--- src/rtl/tlb1_pkg.sv ---
// Package: default geometry and the entry-update operation code for the
// single-entry translation cache. Assumes a three-level, 9-bit-per-level
// walk over 4 KiB base pages.
package tlb1_pkg;
    localparam int ASID_W_D     = 16;
    localparam int VA_W_D       = 39;
    localparam int PA_W_D       = 56;
    localparam int PTE_W_D      = 64;
    localparam int LEVELS_D     = 3;
    localparam int PAGE_BITS_D  = 12;
    localparam int LEVEL_BITS_D = 9;

    // Operation applied to the entry at the next clock edge
    typedef enum logic [1:0] {
        ENT_HOLD    = 2'd0,
        ENT_FILL    = 2'd1,
        ENT_FLUSH   = 2'd2,
        ENT_REWRITE = 2'd3
    } ent_op_e;
endpackage

--- src/rtl/tlb1_va_mask.sv ---
// Page-offset mask generator: sets bit i when i lies inside a page of the
// given level (i < PAGE_BITS + LEVEL_BITS*level). Purely combinational.
// Assumes level never exceeds the walk depth; a larger value only widens
// the mask toward all ones.
module tlb1_va_mask #(
    parameter int VA_W       = 39,
    parameter int LVL_W      = 2,
    parameter int PAGE_BITS  = 12,
    parameter int LEVEL_BITS = 9
) (
    input  logic [LVL_W-1:0] level,
    output logic [VA_W-1:0]  mask
);
    logic [31:0] span;

    // Number of in-page bits for this level
    always_comb span = 32'(PAGE_BITS) + 32'(LEVEL_BITS) * 32'(level);

    for (genvar i = 0; i < VA_W; i++) begin : g_bit
        assign mask[i] = (32'(i) < span);
    end
endmodule

--- src/rtl/tlb1_tag_cmp.sv ---
// Masked virtual-address compare: equal when the two addresses agree on
// every bit the mask leaves clear. Shared by lookup and flush paths.
module tlb1_tag_cmp #(
    parameter int VA_W = 39
) (
    input  logic [VA_W-1:0] a,
    input  logic [VA_W-1:0] b,
    input  logic [VA_W-1:0] ign_mask,
    output logic            equal
);
    // Any differing bit outside the ignored region breaks the match
    always_comb equal = ~|((a ^ b) & ~ign_mask);
endmodule

--- src/rtl/tlb1_entry_reg.sv ---
// Entry storage: holds the one cached translation. Applies exactly one
// operation per cycle as chosen by the caller. Stores the page mask at
// fill time and pre-clears the in-page bits of the physical base.
// Assumes PA_W >= VA_W.
module tlb1_entry_reg
    import tlb1_pkg::*;
#(
    parameter int ASID_W = 16,
    parameter int VA_W   = 39,
    parameter int PA_W   = 56,
    parameter int PTE_W  = 64,
    parameter int LVL_W  = 2
) (
    input  logic              clk,
    input  logic              rst_n,
    input  ent_op_e           op,
    input  logic [ASID_W-1:0] in_asid,
    input  logic              in_global,
    input  logic [VA_W-1:0]   in_vaddr,
    input  logic [PA_W-1:0]   in_paddr,
    input  logic [PTE_W-1:0]  in_pte,
    input  logic [PA_W-1:0]   in_pte_addr,
    input  logic [LVL_W-1:0]  in_level,
    input  logic [VA_W-1:0]   in_mask,
    input  logic [PTE_W-1:0]  new_pte,
    output logic              e_valid,
    output logic [ASID_W-1:0] e_asid,
    output logic              e_global,
    output logic [VA_W-1:0]   e_vtag,
    output logic [PA_W-1:0]   e_pbase,
    output logic [PTE_W-1:0]  e_pte,
    output logic [PA_W-1:0]   e_pte_addr,
    output logic [LVL_W-1:0]  e_level,
    output logic [VA_W-1:0]   e_mask
);
    localparam int PAD_W = PA_W - VA_W;

    logic [PA_W-1:0] pmask;

    // Widen the page mask to physical width
    always_comb pmask = {{PAD_W{1'b0}}, in_mask};

    // Valid flag: set by fill, cleared by flush or reset
    always_ff @(posedge clk) begin
        if (!rst_n) begin
            e_valid <= 1'b0;
        end else if (op == ENT_FILL) begin
            e_valid <= 1'b1;
        end else if (op == ENT_FLUSH) begin
            e_valid <= 1'b0;
        end
    end

    // Translation fields: written only on fill
    always_ff @(posedge clk) begin
        if (!rst_n) begin
            e_asid     <= '0;
            e_global   <= 1'b0;
            e_vtag     <= '0;
            e_pbase    <= '0;
            e_pte_addr <= '0;
            e_level    <= '0;
            e_mask     <= '0;
        end else if (op == ENT_FILL) begin
            e_asid     <= in_asid;
            e_global   <= in_global;
            e_vtag     <= in_vaddr & ~in_mask;
            e_pbase    <= in_paddr & ~pmask;
            e_pte_addr <= in_pte_addr;
            e_level    <= in_level;
            e_mask     <= in_mask;
        end
    end

    // PTE bits: written on fill or on in-place rewrite
    always_ff @(posedge clk) begin
        if (!rst_n) begin
            e_pte <= '0;
        end else if (op == ENT_FILL) begin
            e_pte <= in_pte;
        end else if (op == ENT_REWRITE) begin
            e_pte <= new_pte;
        end
    end
endmodule

--- src/rtl/tlb1_cache.sv ---
// Single-entry translation cache top. Combinational lookup by ID and
// virtual address over a page whose size follows the stored level.
// Precedence per cycle: fill, then flush, then PTE rewrite. Assumes
// PA_W >= VA_W and a level below LEVELS.
module tlb1_cache
    import tlb1_pkg::*;
#(
    parameter int ASID_W     = ASID_W_D,
    parameter int VA_W       = VA_W_D,
    parameter int PA_W       = PA_W_D,
    parameter int PTE_W      = PTE_W_D,
    parameter int LEVELS     = LEVELS_D,
    parameter int PAGE_BITS  = PAGE_BITS_D,
    parameter int LEVEL_BITS = LEVEL_BITS_D,
    localparam int LVL_W     = (LEVELS > 1) ? $clog2(LEVELS) : 1
) (
    input  logic              clk,
    input  logic              rst_n,
    input  logic [ASID_W-1:0] lk_asid,
    input  logic [VA_W-1:0]   lk_vaddr,
    output logic              lk_hit,
    output logic              lk_idx,
    output logic [PA_W-1:0]   lk_paddr,
    output logic [PTE_W-1:0]  lk_pte,
    output logic [PA_W-1:0]   lk_pte_addr,
    output logic [LVL_W-1:0]  lk_level,
    output logic              lk_global,
    input  logic              fill_en,
    input  logic [ASID_W-1:0] fill_asid,
    input  logic              fill_global,
    input  logic [VA_W-1:0]   fill_vaddr,
    input  logic [PA_W-1:0]   fill_paddr,
    input  logic [PTE_W-1:0]  fill_pte,
    input  logic [PA_W-1:0]   fill_pte_addr,
    input  logic [LVL_W-1:0]  fill_level,
    input  logic              upd_en,
    input  logic [PTE_W-1:0]  upd_pte,
    input  logic              flush_en,
    input  logic              flush_use_asid,
    input  logic [ASID_W-1:0] flush_asid,
    input  logic              flush_use_addr,
    input  logic [VA_W-1:0]   flush_vaddr
);
    localparam int PAD_W = PA_W - VA_W;

    logic              e_valid;
    logic [ASID_W-1:0] e_asid;
    logic              e_global;
    logic [VA_W-1:0]   e_vtag;
    logic [PA_W-1:0]   e_pbase;
    logic [PTE_W-1:0]  e_pte;
    logic [PA_W-1:0]   e_pte_addr;
    logic [LVL_W-1:0]  e_level;
    logic [VA_W-1:0]   e_mask;
    logic [VA_W-1:0]   fill_mask;
    logic              lk_tag_eq;
    logic              fl_tag_eq;
    logic              fl_asid_ok;
    logic              fl_addr_ok;
    logic              fl_match;
    ent_op_e           op;

    tlb1_va_mask #(
        .VA_W       (VA_W),
        .LVL_W      (LVL_W),
        .PAGE_BITS  (PAGE_BITS),
        .LEVEL_BITS (LEVEL_BITS)
    ) u_fill_mask (
        .level (fill_level),
        .mask  (fill_mask)
    );

    tlb1_tag_cmp #(.VA_W(VA_W)) u_lk_cmp (
        .a        (lk_vaddr),
        .b        (e_vtag),
        .ign_mask (e_mask),
        .equal    (lk_tag_eq)
    );

    tlb1_tag_cmp #(.VA_W(VA_W)) u_fl_cmp (
        .a        (flush_vaddr),
        .b        (e_vtag),
        .ign_mask (e_mask),
        .equal    (fl_tag_eq)
    );

    // Flush filter: absent filters match anything, ID never matches global
    always_comb begin
        fl_asid_ok = !flush_use_asid || (!e_global && (flush_asid == e_asid));
        fl_addr_ok = !flush_use_addr || fl_tag_eq;
        fl_match   = e_valid && fl_asid_ok && fl_addr_ok;
    end

    // Operation select with fixed precedence fill > flush > rewrite
    always_comb begin
        if (fill_en)
            op = ENT_FILL;
        else if (flush_en && fl_match)
            op = ENT_FLUSH;
        else if (upd_en && e_valid)
            op = ENT_REWRITE;
        else
            op = ENT_HOLD;
    end

    tlb1_entry_reg #(
        .ASID_W (ASID_W),
        .VA_W   (VA_W),
        .PA_W   (PA_W),
        .PTE_W  (PTE_W),
        .LVL_W  (LVL_W)
    ) u_entry (
        .clk         (clk),
        .rst_n       (rst_n),
        .op          (op),
        .in_asid     (fill_asid),
        .in_global   (fill_global),
        .in_vaddr    (fill_vaddr),
        .in_paddr    (fill_paddr),
        .in_pte      (fill_pte),
        .in_pte_addr (fill_pte_addr),
        .in_level    (fill_level),
        .in_mask     (fill_mask),
        .new_pte     (upd_pte),
        .e_valid     (e_valid),
        .e_asid      (e_asid),
        .e_global    (e_global),
        .e_vtag      (e_vtag),
        .e_pbase     (e_pbase),
        .e_pte       (e_pte),
        .e_pte_addr  (e_pte_addr),
        .e_level     (e_level),
        .e_mask      (e_mask)
    );

    // Lookup result: hit qualification and offset merge into the base
    always_comb begin
        lk_hit      = e_valid && lk_tag_eq && (e_global || (lk_asid == e_asid));
        lk_idx      = 1'b0;
        lk_paddr    = e_pbase | {{PAD_W{1'b0}}, lk_vaddr & e_mask};
        lk_pte      = e_pte;
        lk_pte_addr = e_pte_addr;
        lk_level    = e_level;
        lk_global   = e_global;
    end
endmodule

--- config.mk ---
export PLATFORM = sky130hd
export DESIGN_NAME = tlb1_cache
export DESIGN_NICKNAME = d
export VERILOG_FILES = /design/src/rtl/tlb1_pkg.sv /design/src/rtl/tlb1_va_mask.sv /design/src/rtl/tlb1_tag_cmp.sv /design/src/rtl/tlb1_entry_reg.sv /design/src/rtl/tlb1_cache.sv
export SDC_FILE = /design/constraint.sdc
export NUM_CORES = 1
export LEC_CHECK = 0
export ABC_AREA = 1
export BUFFER_PORTS_ARGS = -buffer_cell sky130_fd_sc_hd__buf_2
export CORE_AREA = 3 3 227 229
export CTS_CLUSTER_SIZE = 14
export DETAILED_ROUTE_END_ITERATION = 12
export DIE_AREA = 0 0 230 232
export PLACE_DENSITY = 0.49
export SLEW_MARGIN = 5
export SYNTH_ARGS = -nofsm -noshare
export SYNTH_HDL_FRONTEND = slang
export SYNTH_SLANG_ARGS = --single-unit
--- constraint.sdc ---
create_clock -name clk -period 5 [get_ports clk]
set_input_delay 0.5 -clock clk [delete_from_list [all_inputs] [get_ports clk]]
set_output_delay 0.5 -clock clk [all_outputs]
set_load 0.03 [all_outputs]
==> results.sh <==
export IMPL_status="completed"
export IMPL_final_core_utilization=0.313
export IMPL_clk_transition_reported_paths_ps=60
export IMPL_vias_per_cell=4.25
export IMPL_dieHeight_um=232
export IMPL_route_antenna_remaining_nets=0
export IMPL_drtIter0Drc=587
export IMPL_synth_ff_latch_count=234
export IMPL_min_period_ps=3920
export IMPL_number_of_resized_instances_in_the_post_cts_repair_step=0
export IMPL_tritoncts="built"
export IMPL_grt_antenna_before_repair=11
export IMPL_timing_reg2reg_setup_slack_ps=1080
export IMPL_fmax_mhz=255
export IMPL_timing_slew_headroom=0.343
export IMPL_endpoint_of_the_most_critical_register_to_register_path="u_entry.e_pbase[34]$_SDFFE_PN0N_"
export IMPL_worst_setup_path_end_kind="flop"
export IMPL_detail_route_first_pass_iterations=5
export IMPL_synth_warnings=0
export IMPL_core_area_um2=49900
export IMPL_chipWidth_um=230
export IMPL_synthDominantCellAreaShare=0.406
export IMPL_initial_core_util=0.231
export IMPL_worst_ir_drop_vdd_v=0.000207
export IMPL_grt_start_max_net_pins=145
export IMPL_mappedNetlistArea_um2=11500
export IMPL_required_ps=5460
export IMPL_worst_skew_pair_late_latency_ps=560
export IMPL_setup_worst_path_class="reg2reg"
export IMPL_holdCritPathClass="in2reg"
export IMPL_synth_largest_area_cell="dfxtp_1"
export IMPL_timing_setup_tns_ps=0
export IMPL_setup_viol=0
export IMPL_p_per_area_nw_per_um2=348
export IMPL_register_area_um2=4680
export IMPL_groute_usage_overall=0.157
export IMPL_synth_lib_cells_used_distinct=33
export IMPL_multi_input_combinational_cell_area_um2=5460
export IMPL_port_buffers=570
export IMPL_synth_seq_area_share=0.406
export IMPL_critical_path_endpoint="u_entry.e_pbase[34]$_SDFFE_PN0N_"
export IMPL_floorplan_rows=82
export IMPL_r2r_cell_count=16
export IMPL_first_global_vias=12000
export IMPL_yosysMostFrequentCell="nand2_1"
export IMPL_drc=0
export IMPL_timing_max_cap_violations=0
export IMPL_cp_max_fo=36
export IMPL_drive_above_1_share=0.285
export IMPL_avg_inst_size_synth_um2=6.56
export IMPL_gr_total_overflow=0
export IMPL_cts_inserted_buffers=29
export IMPL_postCtsHoldBufs=0
export IMPL_clock_skew_ps=20.3
export IMPL_crit_path_start_kind="flop"
export IMPL_share_of_synthesized_registers_carrying_an_async_set_or_reset=0
export IMPL_hold_viol=0
export IMPL_grt_setup_unrepaired="false"
export IMPL_first_pass_grt_wire_length_um=67300
export IMPL_critical_path_startpoint="u_entry.e_mask[22]$_SDFFE_PN0N_"
export IMPL_routed_wl_um=44800
export IMPL_critical_path_reg2reg_startpoint="u_entry.e_mask[22]$_SDFFE_PN0N_"
export IMPL_die_area_um2=53400
export IMPL_layout_area_overhead_vs_synth_pct=35.4
export IMPL_finish_net_count=2662
export IMPL_ctsRootBufferMaster="clkbuf_16"
export IMPL_top_level_ports=596
export IMPL_post_synth_inst_count=1756
export IMPL_clock_sinks=234
export IMPL_signal_arrival_time_at_the_worst_endpoint_ps=4380
export IMPL_detailroute_via_count=12500
export IMPL_mappedNetlistNets=2173
export IMPL_final_max_slew_viol_count=0
export IMPL_postCtsSetupRepairBufs=0
export IMPL_post_synth_main_area_contributors="dfxtp_1, nand2_1, nor2_1"
export IMPL_max_clock_buf_depth=3
export IMPL_filler_cell_count_in_the_final_layout=5546
export IMPL_postSynth_topFlopCell="dfxtp_1"
export IMPL_timing_final_crit_share=0.783
export IMPL_synth_top_cells_by_count="nand2_1, nor2_1, dfxtp_1, inv_1, o21ai_0"
export IMPL_worst_slew_pin_slew_ps=986
export IMPL_final_wtd_congestion=0.860
export IMPL_route_detailed_wl_per_inst_um=15.2
export IMPL_leakage_nw=8.28
export IMPL_dp_hpwl_um=33700
export IMPL_synth_enable_flop_cells=0
export IMPL_ctsHtreeMaxLevel=1
-- worst min-delay path by stage --
stage                                                from                             endpoint  slack, ps  depth (start not counted)
after floorplan           u_entry.e_pbase[4]$_SDFFE_PN0N_      u_entry.e_pbase[4]$_SDFFE_PN0N_        410                          2
after global placement    u_entry.e_pbase[4]$_SDFFE_PN0N_      u_entry.e_pbase[4]$_SDFFE_PN0N_        420                          2
after detailed placement  u_entry.e_pbase[4]$_SDFFE_PN0N_      u_entry.e_pbase[4]$_SDFFE_PN0N_        420                          2
after CTS                               fill_pte_addr[52]  u_entry.e_pte_addr[52]$_SDFFE_PN0N_        100                          3
after global routing                         fill_asid[4]       u_entry.e_asid[4]$_SDFFE_PN0N_        130                          3
final                                        fill_asid[1]       u_entry.e_asid[1]$_SDFFE_PN0N_        160                          3
-- registers in the layout, indices dropped and copies added, names as in the netlist --
signal	flops
u_entry.e_asid	16
u_entry.e_global	1
u_entry.e_level	2
u_entry.e_mask	7
u_entry.e_pbase	52
u_entry.e_pte	64
u_entry.e_pte_addr	56
u_entry.e_valid	1
u_entry.e_vtag	35
-- area by class of cell --
| type | count | area share |
|---|---|---|
| flip-flops and latches | 234 | 0.300 |
| inverters | 191 | 0.0462 |
| diodes | 6 | 0.000962 |
| clock buffers | 40 | 0.0523 |
| repair buffers | 580 | 0.190 |
| well taps | 672 | 0.0539 |
| multi-input cells | 1209 | 0.350 |
| clock inverters | 11 | 0.00737 |
-- stage by stage --
stage / total power [mW] / setup WS (ps) / cell area [um2] / std cells / hold WS (ps)
after floorplan: 2.95 / 1880 / 11500 / 1756 / 409
after global placement: 3.38 / 981 / 14700 / 2886 / 422
after detailed placement: 3.39 / 906 / 14700 / 2886 / 420
after CTS: 5.55 / 887 / 15600 / 2937 / 104
after global routing: 5.74 / 552 / 15600 / 2939 / 132
final: 5.43 / 1080 / 15600 / 2943 / 160
-- report_power, final --
group	switching, mW	total [mW]	internal, mW
Clock	0.851	2.09	1.24
Sequential	0.0877	2.11	2.02
Combinational	0.826	1.24	0.410
-- cells by family (layout without fill, tap and decap cells) --
family / Yosys count / after routing / synth area share
and+or+nand+nor: 907 / 907 / 0.318
buffers and inverters: 313 / 822 / 0.122
AOI/OAI and AO/OA: 243 / 243 / 0.109
DFF: 234 / 234 / 0.406
xor gates and xnor gates: 56 / 56 / 0.0425
adders and majority gates: 2 / 2 / 0.00217
other: 1 / 7 / 0.000325
-- per-layer routing --
| metal | GRT usage | vias to the layer above | part of all wire |
|---|---|---|---|
| met5 | 0 | - | 0.0018 |
| met4 | 0.0460 | 12 | 0.028 |
| met3 | 0.0391 | 79 | 0.068 |
| met2 | 0.272 | 373 | 0.49 |
| met1 | 0.192 | 5634 | 0.41 |
| li1 | - | 6416 | - |
-- worst max-delay path: stages, from the launching register on --
cell	delay [ps]
dfxtp_1	570
inv_1	240
nand3_1	130
nand2_1	50
nor2_1	150
nand2_1	90
nor2_1	110
nand3_1	210
nand2_1	140
nand2_2	80
nand2_4	270
nand2_1	180
ha_4	220
inv_4	210
nand2_2	460
buf_4	430
o22ai_1	220
-- cell usage in the layout (no fill, tap or decap), drive strengths merged --
| cell | count |
|---|---|
| buf | 580 |
| nand2 | 475 |
| nor2 | 275 |
| dfxtp | 234 |
| inv | 193 |
| o21ai | 133 |
| nand3 | 132 |
| a21oi | 85 |
| clkbuf | 40 |
| xor2 | 36 |
| xnor2 | 20 |
| o22ai | 18 |
| or2 | 7 |
| diode | 6 |
| nand4 | 6 |
| nor3 | 6 |
| clkinv | 6 |
| nor4 | 4 |
| nand3b | 2 |
| a31oi | 2 |
| o41ai | 2 |
| a211oi | 2 |
| bufinv | 2 |
| ha | 2 |
| a41oi | 1 |
| conb | 1 |
| clkinvlp | 1 |
No activity file was read; power rests on OpenSTA's default activity.
